==> config.mk <==
export PLATFORM = sky130hd
export DESIGN_NAME = fpu_status_reg
export DESIGN_NICKNAME = d
export VERILOG_FILES = /design/src/rtl/fpu_stat_pkg.sv /design/src/rtl/fpu_exc_qualify.sv /design/src/rtl/fpu_stat_next.sv /design/src/rtl/fpu_status_reg.sv
export SDC_FILE = /design/constraint.sdc
export NUM_CORES = 1
export LEC_CHECK = 0
export ABC_AREA = 1
export CORE_MARGIN = 2
export CORE_UTILIZATION = 37
export CTS_BUF_LIST = sky130_fd_sc_hd__clkbuf_16
export CTS_CLUSTER_DIAMETER = 50
export DETAILED_ROUTE_END_ITERATION = 12
export GPL_TIMING_DRIVEN = 0
export PLACE_DENSITY = 0.94
export SETUP_SLACK_MARGIN = 0.3
export SKIP_LAST_GASP = 1
export SYNTH_ARGS = -nofsm -noshare
export SYNTH_HDL_FRONTEND = slang
export SYNTH_SLANG_ARGS = --single-unit
==> constraint.sdc <==
create_clock -name clk -period 2 [get_ports clk]
set_clock_uncertainty 0.1 [all_clocks]
set_input_delay 0.3 -clock clk [delete_from_list [all_inputs] [get_ports clk]]
set_output_delay 0.3 -clock clk [all_outputs]
set_load 0.05 [all_outputs]
==> src/rtl/fpu_stat_pkg.sv <==
package fpu_stat_pkg;
  // Field positions of the status word; a datapath decodes these.
  localparam int SUM_BIT   = 31;
  localparam int FLAG_LSB  = 26;
  localparam int EN_LSB    = 10;
  localparam int FLUSH_BIT = 8;
  localparam int CAUSE_LSB = 2;
  localparam int RM_LSB    = 0;

  // Index of each exception inside the internal vector.
  localparam int EXC_INV = 0;
  localparam int EXC_OVF = 1;
  localparam int EXC_DZ  = 2;
  localparam int EXC_UDF = 3;
  localparam int EXC_INX = 4;

  typedef enum logic [1:0] {
    RND_NEAREST = 2'b00,
    RND_ZERO    = 2'b01,
    RND_POS_INF = 2'b10,
    RND_NEG_INF = 2'b11
  } round_mode_e;
endpackage

==> src/rtl/fpu_exc_qualify.sv <==
module fpu_exc_qualify
  import fpu_stat_pkg::*;
#(
  parameter int EXC_N = 5
) (
  input  logic             op_valid,
  input  logic [EXC_N-1:0] op_exc,
  input  logic             op_denorm,
  input  logic [EXC_N-1:0] trap_en,
  input  logic             flush_en,
  output logic [EXC_N-1:0] eff_exc,
  output logic             unimpl,
  output logic             trap
);
  logic [EXC_N-1:0] hit;

  // A masked overflow brings inexact along with it.
  always_comb begin
    eff_exc          = op_exc;
    eff_exc[EXC_INX] = op_exc[EXC_INX] | (op_exc[EXC_OVF] & ~trap_en[EXC_OVF]);
  end

  for (genvar i = 0; i < EXC_N; i++) begin : g_hit
    assign hit[i] = eff_exc[i] & trap_en[i];
  end

  assign unimpl = op_valid & op_denorm & ~flush_en;
  assign trap   = op_valid & ((|hit) | unimpl);
endmodule

==> src/rtl/fpu_stat_next.sv <==
module fpu_stat_next #(
  parameter int EXC_N = 5,
  parameter int RM_W  = 2
) (
  input  logic             op_valid,
  input  logic [EXC_N-1:0] eff_exc,
  input  logic             unimpl,
  input  logic             trap,
  input  logic             sw_we,
  input  logic [EXC_N-1:0] wr_flags,
  input  logic [EXC_N-1:0] wr_en,
  input  logic             wr_flush,
  input  logic [EXC_N:0]   wr_cause,
  input  logic [RM_W-1:0]  wr_rm,
  input  logic [EXC_N-1:0] cur_flags,
  input  logic [EXC_N-1:0] cur_en,
  input  logic             cur_flush,
  input  logic [EXC_N:0]   cur_cause,
  input  logic [RM_W-1:0]  cur_rm,
  output logic [EXC_N-1:0] nxt_flags,
  output logic [EXC_N-1:0] nxt_en,
  output logic             nxt_flush,
  output logic [EXC_N:0]   nxt_cause,
  output logic [RM_W-1:0]  nxt_rm
);
  always_comb begin
    nxt_flags = cur_flags;
    nxt_en    = cur_en;
    nxt_flush = cur_flush;
    nxt_cause = cur_cause;
    nxt_rm    = cur_rm;
    if (op_valid) begin
      nxt_cause = {unimpl, eff_exc};
      if (!trap) nxt_flags = cur_flags | eff_exc;
    end else if (sw_we) begin
      nxt_flags = wr_flags;
      nxt_en    = wr_en;
      nxt_flush = wr_flush;
      nxt_cause = cur_cause & wr_cause;
      nxt_rm    = wr_rm;
    end
  end
endmodule

==> src/rtl/fpu_status_reg.sv <==
module fpu_status_reg
  import fpu_stat_pkg::*;
#(
  parameter int DATA_W = 32,
  parameter int EXC_N  = 5
) (
  input  logic              clk,
  input  logic              rst_n,
  input  logic              op_valid,
  input  logic [EXC_N-1:0]  op_exc,
  input  logic              op_denorm,
  input  logic              sw_we,
  input  logic [DATA_W-1:0] sw_wdata,
  output logic [DATA_W-1:0] rd_data,
  output logic              trap_req,
  output logic [1:0]        round_mode,
  output logic              flush_en
);
  localparam int RM_W    = 2;
  localparam int CAUSE_W = EXC_N + 1;

  logic [EXC_N-1:0]   flags_q, en_q, flags_d, en_d, eff_exc;
  logic [CAUSE_W-1:0] cause_q, cause_d;
  logic [RM_W-1:0]    rm_q, rm_d;
  logic               flush_q, flush_d, unimpl, trap, upd_en;
  logic               unused_wr;

  assign unused_wr = &{1'b0, sw_wdata[SUM_BIT], sw_wdata[FLAG_LSB-1:EN_LSB+EXC_N],
                       sw_wdata[FLUSH_BIT+1], sw_wdata[EN_LSB-1:FLUSH_BIT+1]};

  fpu_exc_qualify #(.EXC_N(EXC_N)) u_qual (
    .op_valid (op_valid),
    .op_exc   (op_exc),
    .op_denorm(op_denorm),
    .trap_en  (en_q),
    .flush_en (flush_q),
    .eff_exc  (eff_exc),
    .unimpl   (unimpl),
    .trap     (trap)
  );

  fpu_stat_next #(.EXC_N(EXC_N), .RM_W(RM_W)) u_next (
    .op_valid (op_valid),
    .eff_exc  (eff_exc),
    .unimpl   (unimpl),
    .trap     (trap),
    .sw_we    (sw_we),
    .wr_flags (sw_wdata[FLAG_LSB +: EXC_N]),
    .wr_en    (sw_wdata[EN_LSB +: EXC_N]),
    .wr_flush (sw_wdata[FLUSH_BIT]),
    .wr_cause (sw_wdata[CAUSE_LSB +: CAUSE_W]),
    .wr_rm    (sw_wdata[RM_LSB +: RM_W]),
    .cur_flags(flags_q),
    .cur_en   (en_q),
    .cur_flush(flush_q),
    .cur_cause(cause_q),
    .cur_rm   (rm_q),
    .nxt_flags(flags_d),
    .nxt_en   (en_d),
    .nxt_flush(flush_d),
    .nxt_cause(cause_d),
    .nxt_rm   (rm_d)
  );

  assign upd_en = op_valid | sw_we;

  always_ff @(posedge clk or negedge rst_n) begin
    if (!rst_n) begin
      flags_q <= '0;
      en_q    <= '0;
      flush_q <= 1'b1;
      cause_q <= '0;
      rm_q    <= RND_NEAREST;
    end else if (upd_en) begin
      flags_q <= flags_d;
      en_q    <= en_d;
      flush_q <= flush_d;
      cause_q <= cause_d;
      rm_q    <= rm_d;
    end
  end

  always_comb begin
    rd_data                       = '0;
    rd_data[SUM_BIT]              = flags_q[EXC_UDF] | flags_q[EXC_DZ] |
                                    flags_q[EXC_OVF] | flags_q[EXC_INV];
    rd_data[FLAG_LSB +: EXC_N]    = flags_q;
    rd_data[EN_LSB +: EXC_N]      = en_q;
    rd_data[FLUSH_BIT]            = flush_q;
    rd_data[CAUSE_LSB +: CAUSE_W] = cause_q;
    rd_data[RM_LSB +: RM_W]       = rm_q;
  end

  assign trap_req   = trap;
  assign round_mode = rm_q;
  assign flush_en   = flush_q;
endmodule

; After elaboration in Yosys (flattened, before gate mapping)
; Cells that the tools add are included.
[word_totals]
regBits = 19
inputBits = 42
wordCells = 36
[classes]
n_eq_ne = 1
mux = 5
bitwise = 20
n_reduce_logical = 5
[op_table]
columns = cell, count
row1 = $mux W5, 3
row2 = $mux W6, 2
row3 = $and A1 B1 Y1, 9
row4 = $and A6 B6 Y6, 1
row5 = $or A1 B1 Y1, 6
row6 = $reduce_and A3 Y1, 2
row7 = $or A5 B5 Y5, 1
row8 = $reduce_or A5 Y1, 1
row9 = $not A1 Y1, 3
row10 = $ne A2 B2 Y1 const B, 1
row11 = $reduce_and A2 Y1, 1
row12 = $reduce_bool A2 Y1, 1

; Depth between registers and ports, before layout
[logic_depth]
ltp_word = 9
mapped_depth = 8

; Modules after synthesis
; A second synthesis with hierarchy kept.
[hier_totals]
cells_unflattened = 215
hier_area_um2 = 1497.7
[by_module_without_submodules]
columns = mod, n_inst, cells_per_inst, area_per_inst_um2, seq_area_each_um2
row1 = fpu_status_reg, 1, 101, 927.1, 476.7
row2 = fpu_stat_next, 1, 95, 464.2, 0.0
row3 = fpu_exc_qualify, 1, 19, 106.4, 0.0

; Least setup slack after synthesis
; Ideal clock, no wire load.
[synth_timing]
path_type = reg-to-output
from = reg en_q[1]
to = out trap_req
arrival_time_ns = 1.376
slack_ns = 0.224
path_stages_with_launch = 8
path_buffers = 0
path_cell_list = dfrtp_1 -> inv_1 -> nand2_1 -> nand2_1 -> nand2_1 -> nand3_2 -> nand2_2 -> inv_1
[synth_via]
elab_chain_len = 7
word_cells_on_any_way = 8
cone_classes = bitwise (7) / reduce/logical (1)
[synth_lines]
columns = element, line_no
row1 = from (decl), fpu_status_reg.sv:22  ; logic [EXC_N-1:0] flags_q, en_q, flags_d, en_d, eff_exc;
row2 = from (signal assigned), fpu_status_reg.sv:76  ; en_q <= en_d;
row3 = $not A1 Y1, fpu_exc_qualify.sv:20  ; eff_exc[EXC_INX] = op_exc[EXC_INX] | (op_exc[EXC_OVF] & ~trap_en[EXC_OVF]);
row4 = $and A1 B1 Y1, fpu_exc_qualify.sv:20
row5 = $or A1 B1 Y1, fpu_exc_qualify.sv:20
row6 = $and A1 B1 Y1, fpu_exc_qualify.sv:24  ; assign hit[i] = eff_exc[i] & trap_en[i];
row7 = $reduce_or A5 Y1 (*), fpu_exc_qualify.sv:28  ; assign trap = op_valid & ((|hit) | unimpl);
row8 = $or A1 B1 Y1 (*), fpu_exc_qualify.sv:28
row9 = $and A1 B1 Y1 (*), fpu_exc_qualify.sv:28
row10 = to (decl), fpu_status_reg.sv:15  ; output logic trap_req,
; Every way passes the cells marked *; elsewhere a longest branch is shown, timed or not.

; Worst setup path in the final report
[layout_timing]
from = reg flush_q (netlist: flush_en)
to = out trap_req
[layout_via]
elab_chain_len = 4
[layout_lines]
columns = element, line_no
row1 = from (decl), fpu_status_reg.sv:25  ; logic flush_q, flush_d, unimpl, trap, upd_en;
row2 = from (signal assigned), fpu_status_reg.sv:77  ; flush_q <= flush_d;
row3 = $not A1 Y1, fpu_exc_qualify.sv:27  ; assign unimpl = op_valid & op_denorm & ~flush_en;
row4 = $and A1 B1 Y1, fpu_exc_qualify.sv:27
row5 = $or A1 B1 Y1, fpu_exc_qualify.sv:28
row6 = $and A1 B1 Y1, fpu_exc_qualify.sv:28
; Every way passes these cells.

==> results.cfg <==
[outcome]
status = finished, final reports clean

[power_and_ir_drop]
p_per_area_nw_per_um2 = 862.0
ir_drop_mv = 0.5522
power.total_mw = 1.587
p_leak_nw = 0.9943

[layout]
diodes = 0
nets = 248
stdcell_area_um2 = 1841
layout-drive-gt1-share_pct = 25.37
area_delta_synth_final_pct = 69.08

[clocking]
cts-root-buf = clkbuf_16
cts_tree = done
cts_buffers = 3
clockBufferDepth = 2
clk_latency_ps = 260
clk_pin_slew_ps = 50
clock-sinks = 19
cts.hold.buffers_added = 0
h-tree-depth = 1

[floorplan]
dieArea_um2 = 3392
rows = 19
io_pins = 78
fp.dieW_um = 58.24
initial_core_util_pct = 39.14
chipHeight_um = 58.24
core_um2 = 2781

[placement]
hpwl_mm = 2.240
placed_area_um2 = 1692
gp_congestion = 0.7941
io_buffers = 51

[detailed_routing]
drtIter0Drc = 26
ant_nets = 0
num_vias = 1106
drc = 0
drt-total-wl_mm = 3.055
wl_per_cell_um = 12.94
via_per_inst = 4.686
dr.pass1.iters = 4

[timing]
period_needed_ps = 1824
slew_violations = 0
slew_headroom_pct = 41.31
hold_viol = 0
rsz0062_at_grt = true
finalCritPeriodShare_pct = 91.22
fmax_mhz = 548.1
setup_viol = 0
tightest_slew_ps = 877.5

[worst_setup_path]
cp.arrival_ps = 1420
startpoint_type = flip-flop
crit_top_cell = nand2_4
reg2regPathDepth = 10
crit_slowest_cell = dfstp_4
critPathMaxStageDelay_ps = 640
cp.required_ps = 1600
path_class = reg2out
end_kind = output pin
timing.critical_path.buf_inv = 2
crit_chain = nor2_4 -> nand2_4 -> nand3_4 -> nand2_4 -> clkinvlp_4 -> buf_8
crit_family = flip-flops
crit_fanout = 4
cp.depth = 6

[synth]
synth_area_leaders = dfrtp_1 41%, nand2_1 14%, buf_4 11%
synth_cells = 132
synth_seq_area_share_pct = 43.79
synth_ff_type = dfrtp_1
synth_edf_count = 0
synthDominantCellAreaShare_pct = 41.38
async_reset_ff_share_pct = 100.0
ys_warn_count = 0
synth-seq-cells = 19
synth.largest_area_cell = dfrtp_1
syn_avg_cell_area_um2 = 8.247
syn_area_um2 = 1089
yosysUniqueCellTypes = 22

[worst_hold_path]
hold_depth = 3
hold_class = in2reg

[grt]
grt-ovfl-total = 0
grt_pass1_vias = 1003
track_usage_pct = 18.17
grt_pass1_wl_mm = 4.650
grt_max_degree = 20
antenna_found_initial = 0

[job]
maxCapViolCount = 0
-- worst paths after layout --
check	startpoint	slack [ps]	endpoint
hold / removal	op_exc[3]	260	cause_q[3]
hold reg to reg	en_q[0]	400	en_q[0]
setup reg to reg	en_q[1]	550	flags_q[3]
min in group asynchronous	rst_n	440	cause_q[2]
max in group asynchronous	rst_n	760	en_q[2]
setup / recovery	flush_en	180	trap_req
-- registers in the layout, summed over array words and instances, names as in the netlist --
name        cells
cause_q         6
en_q            5
flags_q         5
round_mode      2
flush_en        1
-- cells in the final DEF, fill, tap and decap left out, drive strengths merged, types with 3 or more instances in the layout --
master         count
a31oi              4
buf               28
clkbuf             3
clkdlybuf4s50     23
conb              12
dfrtp             18
dlygate4sd2       20
dlymetal6s2s       4
inv               13
nand2             43
nand3             11
nor2               6
o211ai             4
o21ai              9
-- worst min-delay path, cell delays in order --
cell            delay (ps)
dlymetal6s2s_1         130
inv_1                   70
o21ai_0                 70
-- kinds of logic (layout without fill, tap and decap cells) --
kind of cell	Yosys count	count (layout)	synth area share (%)
flops	19	19	43.79
other cells	1	12	0.3445
simple gates	62	62	26.78
compound gates	18	18	10.23
buf+inv	32	94	18.85
-- timing repair --
item,CTS,global route
endpoints found under the hold margin,0,0
buffers inserted,0,7
cloned,0,0
pin swaps,0,4
endpoints found under the setup margin,24,1
gates resized for setup,39,11
-- where the power goes --
group	internal, mW	total [mW]	switching (mW)
Combinational	0.223	0.680	0.457
Clock	0.267	0.421	0.154
Sequential	0.446	0.486	0.0399
-- per-stage QoR --
stage               hold WS (ps)  setup TNS, ps  setup slack [ps]  utilization (%)  cells
global route               293.7              0             151.2            66.17    236
floorplan                 -95.59              0             317.3                -    143
finish                     255.7              0             175.5            66.17    236
CTS                        273.6              0             88.22            62.84    229
detailed placement         385.2         -506.4            -506.4            60.82    225
global placement           377.0         -502.8            -502.8            60.82    225
-- metal layers --
layer  part of all wire [%]  track usage, %
met5                      0               0
met4                    2.9           10.96
met3                    7.5           3.571
met2                     52           29.87
met1                     37           21.88
-- synth_stat cells (2+ instances only) --
| library cell | count |
|---|---|
| nand2_1 | 41 |
| a31oi_1 | 4 |
| o21ai_0 | 9 |
| buf_6 | 3 |
| nor2_1 | 4 |
| dfrtp_1 | 18 |
| inv_2 | 2 |
| buf_4 | 16 |
| nand3_1 | 10 |
| o211ai_1 | 3 |
| inv_1 | 10 |
| nand2_2 | 2 |
-- cell type report --
class | count | area, um2
clock buffers | 3 | 75.07
flip-flops and latches | 19 | 485.5
plain buffers | 19 | 153.9
clock inverters | 1 | 3.754
well taps | 31 | 38.79
repair buffers | 58 | 550.5
fillers | 250 | 940.9
inverters | 13 | 55.05
multi-input cells | 92 | 478.0
No activity file was read; power rests on OpenSTA's default activity.
